`config.mk`:
```
export PLATFORM = sky130hd
export DESIGN_NAME = tw_serial_master
export DESIGN_NICKNAME = d
export VERILOG_FILES = /design/src/rtl/tws_pkg.sv /design/src/rtl/tws_us_timer.sv /design/src/rtl/tws_shifter.sv /design/src/rtl/tws_ctrl.sv /design/src/rtl/tw_serial_master.sv
export SDC_FILE = /design/constraint.sdc
export NUM_CORES = 1
export LEC_CHECK = 0
export ABC_CLOCK_PERIOD_IN_PS = 3850
export BUFFER_PORTS_ARGS = -buffer_cell sky130_fd_sc_hd__buf_4
export CAP_MARGIN = 20
export CORE_ASPECT_RATIO = 1.75
export CORE_MARGIN = 8
export CORE_UTILIZATION = 43
export CTS_BUF_LIST = sky130_fd_sc_hd__clkbuf_8 sky130_fd_sc_hd__clkbuf_16
export DETAILED_ROUTE_END_ITERATION = 7
export PLACE_DENSITY = 0.69
export REMOVE_ABC_BUFFERS = 1
export SLEW_MARGIN = 20
export SYNTH_ARGS = -nofsm -noshare
export SYNTH_HDL_FRONTEND = slang
export SYNTH_SLANG_ARGS = --single-unit
```
`constraint.sdc`:
```
create_clock -name clk -period 3.85 [get_ports clk]
set_input_delay 0.1925 -clock clk [delete_from_list [all_inputs] [get_ports clk]]
set_output_delay 0.1925 -clock clk [all_outputs]
set_load 0.005 [all_outputs]
```
`src/rtl/tws_pkg.sv`:
```
package tws_pkg;

  typedef enum logic [1:0] {
    OP_WR    = 2'd0,
    OP_RD    = 2'd1,
    OP_BURST = 2'd2,
    OP_RSVD  = 2'd3
  } op_e;

  typedef enum logic [2:0] {
    ST_IDLE  = 3'd0,
    ST_TX_LO = 3'd1,
    ST_TX_HI = 3'd2,
    ST_GAP   = 3'd3,
    ST_RX_LO = 3'd4,
    ST_RX_HI = 3'd5,
    ST_HOLD  = 3'd6
  } st_e;

  function automatic int max_of(input int a, input int b);
    return (a > b) ? a : b;
  endfunction

endpackage

```
`src/rtl/tws_us_timer.sv`:
```
module tws_us_timer #(
  parameter int CLKS_PER_US = 50,
  parameter int US_W        = 3
) (
  input  logic            clk,
  input  logic            rst_n,
  input  logic            load,
  input  logic [US_W-1:0] load_us,
  output logic            expired
);
  localparam int MAX_CNT = ((1 << US_W) - 1) * CLKS_PER_US;
  localparam int CW      = $clog2(MAX_CNT + 1);

  logic [CW-1:0] cnt_q, cnt_d;

  always_comb begin
    cnt_d = cnt_q;
    if (load) begin
      cnt_d = CW'(int'(load_us) * CLKS_PER_US - 1);
    end else if (cnt_q != '0) begin
      cnt_d = cnt_q - 1'b1;
    end
  end

  always_ff @(posedge clk or negedge rst_n) begin
    if (!rst_n) cnt_q <= '0;
    else        cnt_q <= cnt_d;
  end

  assign expired = (cnt_q == '0);

endmodule

```
`src/rtl/tws_shifter.sv`:
```
module tws_shifter #(
  parameter int W = 8
) (
  input  logic         clk,
  input  logic         rst_n,
  input  logic         load,
  input  logic [W-1:0] load_val,
  input  logic         shift,
  input  logic         in_bit,
  output logic [W-1:0] q
);
  logic [W-1:0] sh_q, sh_d;

  always_comb begin
    sh_d = sh_q;
    if (load)       sh_d = load_val;
    else if (shift) sh_d = {sh_q[W-2:0], in_bit};
  end

  always_ff @(posedge clk or negedge rst_n) begin
    if (!rst_n) sh_q <= '0;
    else        sh_q <= sh_d;
  end

  assign q = sh_q;

endmodule

```
`src/rtl/tws_ctrl.sv`:
```
module tws_ctrl
  import tws_pkg::*;
#(
  parameter int              DATA_W     = 8,
  parameter int              US_W       = 3,
  parameter int              WR_LOW_US  = 2,
  parameter int              WR_HIGH_US = 1,
  parameter int              RD_LOW_US  = 1,
  parameter int              RD_HIGH_US = 1,
  parameter int              TURN_US    = 4,
  parameter int              HOLD_US    = 1,
  parameter logic [DATA_W-1:0] BURST_ADDR = 8'h63
) (
  input  logic              clk,
  input  logic              rst_n,
  input  logic              start,
  input  logic [1:0]        op,
  input  logic [DATA_W-2:0] addr,
  input  logic [DATA_W-1:0] wdata,
  input  logic              tmr_exp,
  output logic              tmr_load,
  output logic [US_W-1:0]   tmr_us,
  output logic              sh_load,
  output logic [DATA_W-1:0] sh_val,
  output logic              sh_shift,
  output logic              cap_x,
  output logic              cap_y,
  output logic              busy,
  output logic              done,
  output logic              sclk,
  output logic              cs_n,
  output logic              sdo_oe
);
  localparam int BIT_W = $clog2(DATA_W);
  localparam logic [BIT_W-1:0] LAST_BIT = BIT_W'(DATA_W - 1);

  st_e             st_q, st_d;
  op_e             op_q, op_d;
  logic [BIT_W-1:0] bit_q, bit_d;
  logic            second_q, second_d;
  logic            done_q, done_d;
  op_e             op_in;

  assign op_in = op_e'(op);

  always_comb begin
    st_d     = st_q;
    op_d     = op_q;
    bit_d    = bit_q;
    second_d = second_q;
    done_d   = 1'b0;
    tmr_load = 1'b0;
    tmr_us   = '0;
    sh_load  = 1'b0;
    sh_val   = '0;
    sh_shift = 1'b0;
    cap_x    = 1'b0;
    cap_y    = 1'b0;
    unique case (st_q)
      ST_IDLE: begin
        if (start && (op_in != OP_RSVD)) begin
          op_d     = op_in;
          bit_d    = '0;
          second_d = 1'b0;
          st_d     = ST_TX_LO;
          tmr_load = 1'b1;
          tmr_us   = US_W'(WR_LOW_US);
          sh_load  = 1'b1;
          case (op_in)
            OP_WR:   sh_val = {1'b1, addr};
            OP_RD:   sh_val = {1'b0, addr};
            default: sh_val = BURST_ADDR;
          endcase
        end
      end
      ST_TX_LO: begin
        if (tmr_exp) begin
          st_d     = ST_TX_HI;
          tmr_load = 1'b1;
          tmr_us   = US_W'(WR_HIGH_US);
        end
      end
      ST_TX_HI: begin
        if (tmr_exp) begin
          tmr_load = 1'b1;
          if (bit_q == LAST_BIT) begin
            st_d   = ST_GAP;
            tmr_us = US_W'(TURN_US);
          end else begin
            bit_d    = bit_q + 1'b1;
            sh_shift = 1'b1;
            st_d     = ST_TX_LO;
            tmr_us   = US_W'(WR_LOW_US);
          end
        end
      end
      ST_GAP: begin
        if (tmr_exp) begin
          bit_d = '0;
          if (op_q == OP_WR) begin
            if (!second_q) begin
              second_d = 1'b1;
              sh_load  = 1'b1;
              sh_val   = wdata;
              st_d     = ST_TX_LO;
              tmr_load = 1'b1;
              tmr_us   = US_W'(WR_LOW_US);
            end else begin
              st_d   = ST_IDLE;
              done_d = 1'b1;
            end
          end else begin
            second_d = 1'b0;
            st_d     = ST_RX_LO;
            tmr_load = 1'b1;
            tmr_us   = US_W'(RD_LOW_US);
          end
        end
      end
      ST_RX_LO: begin
        if (tmr_exp) begin
          sh_shift = 1'b1;
          st_d     = ST_RX_HI;
          tmr_load = 1'b1;
          tmr_us   = US_W'(RD_HIGH_US);
        end
      end
      ST_RX_HI: begin
        if (tmr_exp) begin
          tmr_load = 1'b1;
          if (bit_q == LAST_BIT) begin
            cap_x = !second_q;
            cap_y = second_q;
            bit_d = '0;
            if ((op_q == OP_BURST) && !second_q) begin
              second_d = 1'b1;
              st_d     = ST_RX_LO;
              tmr_us   = US_W'(RD_LOW_US);
            end else begin
              st_d   = ST_HOLD;
              tmr_us = US_W'(HOLD_US);
            end
          end else begin
            bit_d  = bit_q + 1'b1;
            st_d   = ST_RX_LO;
            tmr_us = US_W'(RD_LOW_US);
          end
        end
      end
      ST_HOLD: begin
        if (tmr_exp) begin
          st_d   = ST_IDLE;
          done_d = 1'b1;
        end
      end
      default: st_d = ST_IDLE;
    endcase
  end

  always_ff @(posedge clk or negedge rst_n) begin
    if (!rst_n) begin
      st_q     <= ST_IDLE;
      op_q     <= OP_WR;
      bit_q    <= '0;
      second_q <= 1'b0;
      done_q   <= 1'b0;
    end else begin
      st_q     <= st_d;
      op_q     <= op_d;
      bit_q    <= bit_d;
      second_q <= second_d;
      done_q   <= done_d;
    end
  end

  assign busy   = (st_q != ST_IDLE);
  assign cs_n   = (st_q == ST_IDLE);
  assign sclk   = !((st_q == ST_TX_LO) || (st_q == ST_RX_LO));
  assign sdo_oe = (st_q == ST_TX_LO) || (st_q == ST_TX_HI);
  assign done   = done_q;

endmodule

```
`src/rtl/tw_serial_master.sv`:
```
module tw_serial_master
  import tws_pkg::*;
#(
  parameter int                DATA_W      = 8,
  parameter int                CLKS_PER_US = 50,
  parameter int                WR_LOW_US   = 2,
  parameter int                WR_HIGH_US  = 1,
  parameter int                RD_LOW_US   = 1,
  parameter int                RD_HIGH_US  = 1,
  parameter int                TURN_US     = 4,
  parameter int                HOLD_US     = 1,
  parameter logic [DATA_W-1:0] BURST_ADDR  = 8'h63
) (
  input  logic              clk,
  input  logic              rst_n,
  input  logic              start,
  input  logic [1:0]        op,
  input  logic [DATA_W-2:0] addr,
  input  logic [DATA_W-1:0] wdata,
  output logic              busy,
  output logic              done,
  output logic [DATA_W-1:0] rd_x,
  output logic [DATA_W-1:0] rd_y,
  output logic              sclk,
  output logic              cs_n,
  output logic              sdo,
  output logic              sdo_oe,
  input  logic              sdi
);
  localparam int MAX_US = max_of(max_of(max_of(WR_LOW_US, WR_HIGH_US),
                                        max_of(RD_LOW_US, RD_HIGH_US)),
                                 max_of(TURN_US, HOLD_US));
  localparam int US_W = $clog2(MAX_US + 1);

  logic              tmr_load, tmr_exp;
  logic [US_W-1:0]   tmr_us;
  logic              sh_load, sh_shift, cap_x, cap_y;
  logic [DATA_W-1:0] sh_val, sh_q;
  logic [DATA_W-1:0] rd_x_q, rd_x_d, rd_y_q, rd_y_d;

  tws_us_timer #(
    .CLKS_PER_US(CLKS_PER_US),
    .US_W       (US_W)
  ) u_timer (
    .clk    (clk),
    .rst_n  (rst_n),
    .load   (tmr_load),
    .load_us(tmr_us),
    .expired(tmr_exp)
  );

  tws_shifter #(.W(DATA_W)) u_shift (
    .clk     (clk),
    .rst_n   (rst_n),
    .load    (sh_load),
    .load_val(sh_val),
    .shift   (sh_shift),
    .in_bit  (sdi),
    .q       (sh_q)
  );

  tws_ctrl #(
    .DATA_W    (DATA_W),
    .US_W      (US_W),
    .WR_LOW_US (WR_LOW_US),
    .WR_HIGH_US(WR_HIGH_US),
    .RD_LOW_US (RD_LOW_US),
    .RD_HIGH_US(RD_HIGH_US),
    .TURN_US   (TURN_US),
    .HOLD_US   (HOLD_US),
    .BURST_ADDR(BURST_ADDR)
  ) u_ctrl (
    .clk     (clk),
    .rst_n   (rst_n),
    .start   (start),
    .op      (op),
    .addr    (addr),
    .wdata   (wdata),
    .tmr_exp (tmr_exp),
    .tmr_load(tmr_load),
    .tmr_us  (tmr_us),
    .sh_load (sh_load),
    .sh_val  (sh_val),
    .sh_shift(sh_shift),
    .cap_x   (cap_x),
    .cap_y   (cap_y),
    .busy    (busy),
    .done    (done),
    .sclk    (sclk),
    .cs_n    (cs_n),
    .sdo_oe  (sdo_oe)
  );

  always_comb begin
    rd_x_d = cap_x ? sh_q : rd_x_q;
    rd_y_d = cap_y ? sh_q : rd_y_q;
  end

  always_ff @(posedge clk or negedge rst_n) begin
    if (!rst_n) begin
      rd_x_q <= '0;
      rd_y_q <= '0;
    end else begin
      rd_x_q <= rd_x_d;
      rd_y_q <= rd_y_d;
    end
  end

  assign rd_x = rd_x_q;
  assign rd_y = rd_y_q;
  assign sdo  = sh_q[DATA_W-1];

endmodule

```
Word-level counts from Yosys, hierarchy flattened
Cells that the tools add are included.
Word-level totals
  flip-flop bits (word level): 43
  latch bits: 0
  bits in writable memories: 0
  memory bits (read-only): 0
  input port bits: 21
  output and inout bits: 22
  logic and storage cells: 121
  memories kept: 0
Cells by class
  add/sub/neg operators: 3
  multipliers: 1
  div/mod/pow operators: 0
  $lt $le $gt $ge: 0
  equal/unequal tests: 20
  shift operators: 0
  multiplexer cells: 66
  bitwise logic cells: 0
  reduce and logical (&&, ||, !) cells: 22
Operator list (number)
  two-way mux 3 bit: 16
  two-way mux 8 bit: 6
  one-hot mux 8 bit (2 select lines): 2
  two-way mux 1 bit: 26
  one-hot mux 3 bit (4 select lines): 2
  one-hot mux 3 bit (7 select lines): 1
  two-way mux 9 bit: 2
  != test 2 bit, second input constant: 8
  == test 3 bit, second input constant: 4
  two-way mux 2 bit: 6
  AND reduction 6 bit: 2
  logical NOT 9 bit: 1
  nonzero test 9 bit: 1
  subtractor 9 x 1 -> 9 bit, second input constant: 1
  subtractor 9 x 2 -> 9 bit, second input constant: 1
  multiplier 3 x 5 -> 8 bit, second input constant: 1
  AND reduction 7 bit: 1
  == test 3 x 2 -> 1 bit, second input constant: 2
  != test 2 x 1 -> 1 bit, second input constant: 3
  one-hot mux 1 bit (2 select lines): 3
  one-hot mux 1 bit (3 select lines): 2
  nonzero test 3 bit: 2
  logical NOT 2 bit: 2
  nonzero test 2 bit: 2
  other kinds (12): 15

Depth between registers and ports, before layout
Gate-level depths: netlist (run 1).
  word-level depth: 7
  mapped depth: 14
  gate-level depth less buffers: 13

Hierarchy
From an unflattened synthesis (run 1), not the netlist that was laid out.
Second synthesis, totals
  cell total of the unflattened synthesis: 265
  area total of the unflattened synthesis: 2722.6 um^2
Modules (own cells, without submodules)
  tws_ctrl: times used 1, cells an instance 119, area an instance 927.1 um^2, sequential area each 250.2 um^2
  tws_us_timer: times used 1, cells an instance 78, area an instance 759.5 um^2, sequential area each 225.2 um^2
  tw_serial_master: times used 1, cells an instance 34, area an instance 663.1 um^2, sequential area each 400.4 um^2
  tws_shifter: times used 1, cells an instance 34, area an instance 372.9 um^2, sequential area each 200.2 um^2

Worst setup path before layout (run 1)
No wires, ideal clock.
  path kind: register to register
  from: register u_timer.cnt_q[0]
  to: register u_timer.cnt_q[8]
  library setup time: 128 ps
  arrival time: 3116 ps
  data required time: 3722 ps
  path slack: 606 ps
  cell stages (with the launch flop): 15
  path buffers: 1
  clock period less this slack: 3244 ps
  path through: dfrtp_1 -> inv_1 -> ha_1 -> nor4b_1 -> nand2_1 -> clkbuf_1 -> o21ai_0 -> inv_1 -> ha_1 -> ha_1 -> xor2_1 -> or3_1 -> a31oi_1 -> xnor2_1 -> o21ai_0
Between the ends
  cells in the longest elaborated chain, start to end: 6
  elaborated cells on any way between the ends: 15
  classes of those cells: 2 x add/sub; 1 x mul; 9 x mux; 3 x reduce/logical
RTL lines
  from (decl): line tws_us_timer.sv:14  | logic [CW-1:0] cnt_q, cnt_d;
  from (signal assigned): line tws_us_timer.sv:27  | else cnt_q <= cnt_d;
  logical NOT 9 bit: line tws_us_timer.sv:30  | assign expired = (cnt_q == '0);
  two-way mux 1 bit, or another cell as far along
  one-hot mux 3 bit (4 select lines): line tws_ctrl.sv:59  | unique case (st_q)
  multiplier 3 x 5 -> 8 bit: line tws_us_timer.sv:19  | cnt_d = CW'(int'(load_us) * CLKS_PER_US - 1);
  subtractor 9 x 2 -> 9 bit: line tws_us_timer.sv:19
  two-way mux 9 bit: line tws_us_timer.sv:18  | if (load) begin
Parallel ways exist; a longest one is shown, timed or not. The select of a mux whose other input is x is not followed.
A chain may end at the register's enable or synchronous reset.

Worst setup path after layout (run 1)
Ends and elaborated chain as after synthesis.

==> metrics.md, run 1 <==
| Metric | Value |
|---|---|
| P per Cell Area | 504.4 nW/um2 |
| I/O pin count | 43 |
| Dpl cell area | 2979 um2 |
| Drc violations | 0 |
| Die area | 8833 um2 |
| Clock sinks | 43 |
| CP max stage delay | 0.41 ns |
| Worst vdd ir | 0.3803 mV |
| GRT overflow | 0 |
| Num CTS Buffers | 5 |
| Num rows | 37 |
| Gate power share | 33.9% |
| Worst hold stages | 3 |
| Drt first-iter violations | 96 |
| WS Path Type | reg -> reg |
| Detailed Route WL | 6774 um |
| Port bufs | 42 |
| Worst Reg-to-Reg Cells | 13 |
| WP data required | 4.01 ns |
| Post-layout minimum cycle time | 3.341 ns |
| Max Slew Vio Count | 0 |
| PostCTS Resize Cnt | 0 |
| DR vias | 2234 |
| Slew Limit Headroom | 37.57% |
| Run status | complete, no violations |
| Count of cell types in the netlist | 51 |
| RD Place Congestion | 0.8537 |
| Ys async rst share | 100.0% |
| H-tree depth | 2 |
| Design Area, Final | 3074 um2 |
| Flop pwr share | 47.5% |
| Clock network power share | 18.6% |
| Vias in the first global route | 2253 |
| Crit-path leading delay family | simple AND/OR/NAND/NOR gates |
| Max stage delay cell, worst path | dfrtp_1 |
| Max Clk Rate | 0.2993 GHz |
| CTS clk-pin slew, worst paths | 0.09 ns |
| P&R area growth vs syn | 19.16% |
| Wirelength per Cell | 17.11 um |
| Hold Path Class | in -> reg |
| RSZ-0062 raised after global routing | no |
| Slew @ Worst Pin | 0.9365 ns |
| # setup viols final | 0 |
| CTS max path bufs | 2 |
| DP Cell Count | 387 |
| Final Hold Fails | 0 |
| Number of nets in the layout | 350 |
| Buf+Inv Stages, Crit Path | 2 |
| Arr. time, crit path | 3.50 ns |
| #FFs+latches synth | 43 |
| Worst Setup End Kind | register |
| Die Height | 118.5 um |
| Synthesized cell area | 2580 um2 |
| Global-route wire length before repair | 11230 um |
| Cell mode on critical path | ha_1 |
| Clk Latency, worst-skew pair | 0.31 ns |
| Via density | 5.641 |
| Internal power | 952.3 uW |
| Crit path launch type | register |
| Post-route ant nets | 0 |
| Detail Placement HPWL | 5051 um |
| Skew final | 0.009944 ns |
| Layout cells sized above 1 | 25.16% |
| Post-synth EDFFs | 0 |
| Synth warnings | 0 |
| Total Routing Usage GR | 16.24% |
| Crit path max fanout | 5 |
| Post-Syn Area per Cell | 9.450 um2 |
| DR pass1 iterations | 4 |
| Post-layout util | 52.70% |
| Fin cells | 396 |
| Chip Width | 74.56 um |
| Sequential area share after synthesis | 41.71% |
| CTS tree | done |
| Tot Pwr | 1551 uW |
| Final period util | 86.79% |
| Ant. Diodes | 0 |
| Cell breakdown of the critical path | inv_1, ha_1, nor4b_1, nand2_1, o21ai_0, inv_1, ha_1, ha_1, xor2_1, or3_1, a31oi_1, xnor2_1, o21ai_0 |
| NetSw | 598.3 uW |
| Initial antenna violation count | 0 |
| Largest net degree at the start of global routing | 44 |
| Leakage | 0.001459 uW |
| Cell count after synthesis | 273 |
| Initial core utilization | 44.23% |
| Clock Root Buffer | clkbuf_8 |
| Top FF cell, synth | dfrtp_1 |
| Crit path depth | 13 |
| Sum Neg Setup Slack | 0 ns |
| Max-Cap Viols | 0 |
| Total core area | 5833 um2 |
| Switching share of total power | 38.59% |
## area by class of cell
type,count,area [um2]
flip-flops and latches,43,1076
clock inverters,3,16.27
multi-input cells,211,1423
repair buffers,48,362.8
clock buffers,5,68.82
well taps,78,97.59
inverters,8,30.03
fillers,576,2759
## per-layer routing
layer  track usage (%)  wire length [um]  share of wire (%)
met5                 0                 0                  0
met4             6.420               158                2.3
met3             3.302               261                3.9
met2             28.13              3745                 55
met1             18.39              2608                 39
## synth_stat cells, drive strengths merged (2+ instances only)
library cell	number	area [um2]
o31a	4	35.03
a311oi	2	17.52
nor3	16	80.08
o211ai	2	15.01
xnor2	7	61.31
nand3b	2	15.01
nand2	21	81.33
mux2i	3	30.03
nor3b	4	30.03
nor4	2	12.51
and2	2	12.51
a21oi	10	50.05
nand3	8	40.04
ha	12	150.1
o221a	2	22.52
o21ai	22	110.1
inv	8	30.03
nor2	30	120.1
buf	3	21.27
or3	3	18.77
and3	3	18.77
o22ai	3	18.77
dfrtp	43	1076
nand2b	4	25.02
a211o	2	17.52
a31oi	5	31.28
xor2	4	35.03
clkbuf	8	30.03
nor2b	3	18.77
mux2	20	225.2
## worst paths after layout
| kind | from | endpoint | slack, ns |
|---|---|---|---|
| max | u_timer.cnt_q[0] | u_timer.cnt_q[8] | 0.51 |
| min | op[0] | u_ctrl.op_q[0] | 0.11 |
| max reg2reg | u_timer.cnt_q[0] | u_timer.cnt_q[8] | 0.51 |
| min reg2reg | rd_y[6] | rd_y[6] | 0.51 |
| max in group asynchronous | rst_n | u_shift.q[0] | 3.05 |
| min in group asynchronous | rst_n | u_timer.cnt_q[4] | 0.40 |
## placed cells by master (no fill, tap or decap), types with 7 or more instances in the layout
cell type / synthesis / final
a21oi_1: 10 / 10
buf_4: 0 / 47
dfrtp_1: 43 / 43
ha_1: 12 / 12
inv_1: 7 / 8
mux2_2: 19 / 19
nand2_1: 20 / 20
nand3_1: 8 / 8
nor2_1: 29 / 29
nor3_1: 16 / 16
o21ai_0: 21 / 21
xnor2_1: 7 / 7
## repair_timing
action,CTS,global route
hold endpoints to repair,43,0
buffers inserted,0,0
endpoints found under the setup margin,0,0
hold buffers,1,0
## worst min-delay path: cells and delay by family
kind,cells,cell delay [ns]
buffers and inverters,1,0.10
AND/OR/NAND/NOR,2,0.10
## flip-flops by register name, indices dropped and copies added, names as in the netlist
name	cells
u_timer.cnt_q	9
rd_x	8
rd_y	8
u_shift.q	8
u_ctrl.bit_q	3
u_ctrl.st_q	3
u_ctrl.op_q	2
u_ctrl.done	1
u_ctrl.second_q	1
## cells by family (layout without fill, tap and decap cells)
| logic type | Yosys count | count (layout) | synth area share, % |
|---|---|---|---|
| xor gates and xnor gates | 11 | 11 | 3.734 |
| buffers and inverters | 19 | 64 | 3.152 |
| DFF | 43 | 43 | 41.71 |
| and+or+nand+nor | 103 | 103 | 20.17 |
| AOI/OAI and AO/OA | 62 | 62 | 15.52 |
| adders and majority gates | 12 | 12 | 5.819 |
| muxes | 23 | 23 | 9.894 |
## power groups by stage
stage          clock (uW)  combinational [uW]  sequential, uW
6_report              288                 526             737
5_1_grt               309                 599             757
4_1_cts               295                 530             734
3_5_place_dp            0                 524             743
3_3_place_gp            0                 516             735
2_1_floorplan           0                 369             697
## through the flow
stage / hold WS (ns) / setup WS, ns
after floorplan: -0.1031 / 0.6245
after global placement: 0.2196 / 0.6916
after detailed placement: 0.2244 / 0.5093
after CTS: 0.1044 / 0.4970
after global routing: 0.1182 / 0.1345
final: 0.1097 / 0.5088
No activity file was read; power rests on OpenSTA's default activity.
==> run 2: changes to the inputs <==
--- a/config.mk
+++ b/config.mk
@@ -5,7 +5,7 @@
 export SDC_FILE = /design/constraint.sdc
 export NUM_CORES = 1
 export LEC_CHECK = 0
-export ABC_CLOCK_PERIOD_IN_PS = 3850
+export ABC_CLOCK_PERIOD_IN_PS = 3400
 export BUFFER_PORTS_ARGS = -buffer_cell sky130_fd_sc_hd__buf_4
 export CAP_MARGIN = 20
 export CORE_ASPECT_RATIO = 1.75
==> constraint.sdc (replaced) <==
create_clock -name clk -period 3.4 [get_ports clk]
set_input_delay 0.17 -clock clk [delete_from_list [all_inputs] [get_ports clk]]
set_output_delay 0.17 -clock clk [all_outputs]
set_load 0.005 [all_outputs]
==> run 2 against run 1 <==
Net effect: maximum frequency rose by 5.2%; critical path depth shrank 2; register-to-register slack worse by 0.28 ns; critical path type unchanged; largest power group unchanged.
==> metrics.md, run 2 (synthesis results as in run 1) <==
| Metric | Value |
|---|---|
| GRT overflow | 0 (unchanged) |
| Clock sinks | 43 (unchanged) |
| Die Height | 118.5 um (unchanged) |
| R2R Setup Slk | 0.23 ns (was 0.51 ns) |
| Global-route wire length before repair | 11340 um (was 11230 um) |
| CTS tree | done (unchanged) |
| DR pass1 iterations | 4 (unchanged) |
| Detailed Route WL | 6799 um (was 6774 um) |
| Most frequent cells in the layout | 52 x buf_4, 43 x dfrtp_1, 29 x nor2_1 (was 47 x buf_4, 43 x dfrtp_1, 29 x nor2_1) |
| CTS max path bufs | 2 (unchanged) |
| WP data required | 3.60 ns (was 4.01 ns) |
| Leakage | 0.001484 uW (was 0.001459 uW) |
| Multi-input logic area | 1429 um2 (was 1423 um2) |
| Hold Path Class | in -> reg (unchanged) |
| Clock Root Buffer | clkbuf_8 (unchanged) |
| Hold Crit Start | op[0] (unchanged) |
| Initial antenna violation count | 0 (unchanged) |
| Reg area | 1076 um2 (unchanged) |
| Arr. time, crit path | 3.38 ns (was 3.50 ns) |
| Clk Latency, worst-skew pair | 0.31 ns (about the same) |
| Post-layout minimum cycle time | 3.175 ns (was 3.341 ns) |
| Max-Cap Viols | 0 (unchanged) |
| Sum Neg Setup Slack | 0 ns (unchanged) |
| H-tree depth | 2 (unchanged) |
| Detail Placement HPWL | 5183 um (was 5051 um) |
| Post-route ant nets | 0 (unchanged) |
| Run status | complete, no violations (unchanged) |
| Num rows | 37 (unchanged) |
| Crit path from | u_timer.cnt_q[0] (unchanged) |
| Crit path launch type | register (unchanged) |
| Via density | 5.574 (was 5.641) |
| Post-route setup slack | 0.2251 ns (was 0.5088 ns) |
| Max reg flops | 9 (unchanged) |
| RSZ-0062 raised after global routing | no (unchanged) |
| Drt first-iter violations | 95 (was 96) |
| Wirelength per Cell | 16.96 um (was 17.11 um) |
| Final Hold Fails | 0 (unchanged) |
| WS Path Type | reg -> reg (unchanged) |
| Max Clk Rate | 0.3150 GHz (was 0.2993 GHz) |
| Post-layout util | 53.45% (was 52.70%) |
| CP Capture Point | u_timer.cnt_q[8] (unchanged) |
| Slew Limit Headroom | 58.92% (was 37.57%) |
| CTS clk-pin slew, worst paths | 0.09 ns (about the same) |
| Port bufs | 42 (unchanged) |
| Final period util | 93.38% (was 86.79%) |
| Worst Reg-to-Reg Cells | 11 (was 13) |
| Post-CTS setup buffers | 0 (unchanged) |
| Max Slew Vio Count | 0 (unchanged) |
| Vias in the first global route | 2362 (was 2253) |
| Crit path max fanout | 5 (unchanged) |
| Skew final | 0.01112 ns (was 0.009944 ns) |
| I/O pin count | 43 (unchanged) |
| P&R area growth vs syn | 20.85% (was 19.16%) |
| Largest net degree at the start of global routing | 44 (unchanged) |
| Top reg by flops | u_timer.cnt_q (unchanged) |
| Initial core utilization | 44.23% (unchanged) |
| Die area | 8833 um2 (unchanged) |
| Worst vdd ir | 0.3860 mV (was 0.3803 mV) |
| Worst Setup End Kind | register (unchanged) |
| Ant. Diodes | 0 (unchanged) |
| Slew @ Worst Pin | 0.6098 ns (was 0.9365 ns) |
| Layout cells sized above 1 | 26.63% (was 25.16%) |
| Chip Width | 74.56 um (unchanged) |
| Total Routing Usage GR | 16.57% (was 16.24%) |
| DR vias | 2235 (was 2234) |
| RD Place Congestion | 0.8595 (was 0.8537) |
| P per Cell Area | 572.7 nW/um2 (was 504.4 nW/um2) |
| Layout fillers | 579 (was 576) |
| Number of nets in the layout | 355 (was 350) |
| Drc violations | 0 (unchanged) |
| Total core area | 5833 um2 (unchanged) |
| R2r startpoint | u_timer.cnt_q[0] (unchanged) |
| RR Endpoint | u_timer.cnt_q[8] (unchanged) |
| Num CTS Buffers | 5 (unchanged) |
| # setup viols final | 0 (unchanged) |
| Most common cell after layout, fill and taps aside | buf_4 (unchanged) |
| Place WS | 0.1600 ns (was 0.5093 ns) |
[run 2: cell count changes in the layout (fill, tap and decap cells not counted), sizes merged]
cell	delta
buf	+5
[run 2: cell type report]
type                            instances  share of cell area (%)
Timing Repair Buffer                   53                   12.84
Inverter                                8                  0.9631
Multi-Input combinational cell        211                   45.83
Sequential cell                        43                   34.51
Clock buffer                            5                   2.207
Tap cell                               78                   3.130
Clock inverter                          3                  0.5217
[run 2: how the worst min path moves through the flow]
| stage | endpoint | slack, ns | depth (start not counted) |
|---|---|---|---|
| finish | u_ctrl.op_q[0] | 0.09 | 3 |
| detailed placement | u_ctrl.done | 0.20 | 1 |
| global placement | u_ctrl.done | 0.20 | 1 |
| global route | u_ctrl.op_q[0] | 0.11 | 3 |
| floorplan | rd_x[0] | -0.13 | 0 |
| CTS | u_ctrl.op_q[0] | 0.08 | 3 |
[run 2: through the flow]
stage / std cells / power (uW) / cell area, um2 / hold slack, ns
after CTS: 401 / 1798 / 3112 / 0.08274
after floorplan: 262 / 1208 / 2529 / -0.1256
final: 401 / 1786 / 3118 / 0.09316
after detailed placement: 392 / 1460 / 3017 / 0.1966
after global placement: 392 / 1444 / 3017 / 0.1965
after global routing: 401 / 1926 / 3118 / 0.1082
[run 2: power breakdown]
part	switching, uW	internal, uW	total [uW]
Sequential	185	647	832
Combinational	315	311	626
Clock	187	141	328
Total	687	1100	1790
[run 2: per-layer routing]
metal | share of wire (%) | GRT usage [%] | up-vias
met2 | 55 | 29.55 | 64
met5 | 0 | 0 | -
met4 | 2.3 | 7.654 | 0
met1 | 38 | 17.17 | 1081
li1 | - | - | 1076
met3 | 4.9 | 3.895 | 14
[run 2: critical path, cell delays in order (launching register included)]
cell and delay, ns:
dfrtp_1 0.41, inv_1 0.12, ha_1 0.18, nor4b_2 0.23, nand2_1 0.18, or3_1 0.48, ha_1 0.32, ha_1 0.34
or3_1 0.40, a31oi_1 0.18, xnor2_1 0.13, o21ai_0 0.08
[run 2: timing repair]
item                                   CTS  global route
endpoints found under the hold margin   43             0
gates resized for setup                  0             1
hold buffers                             1             0
setup endpoints to repair                0             2
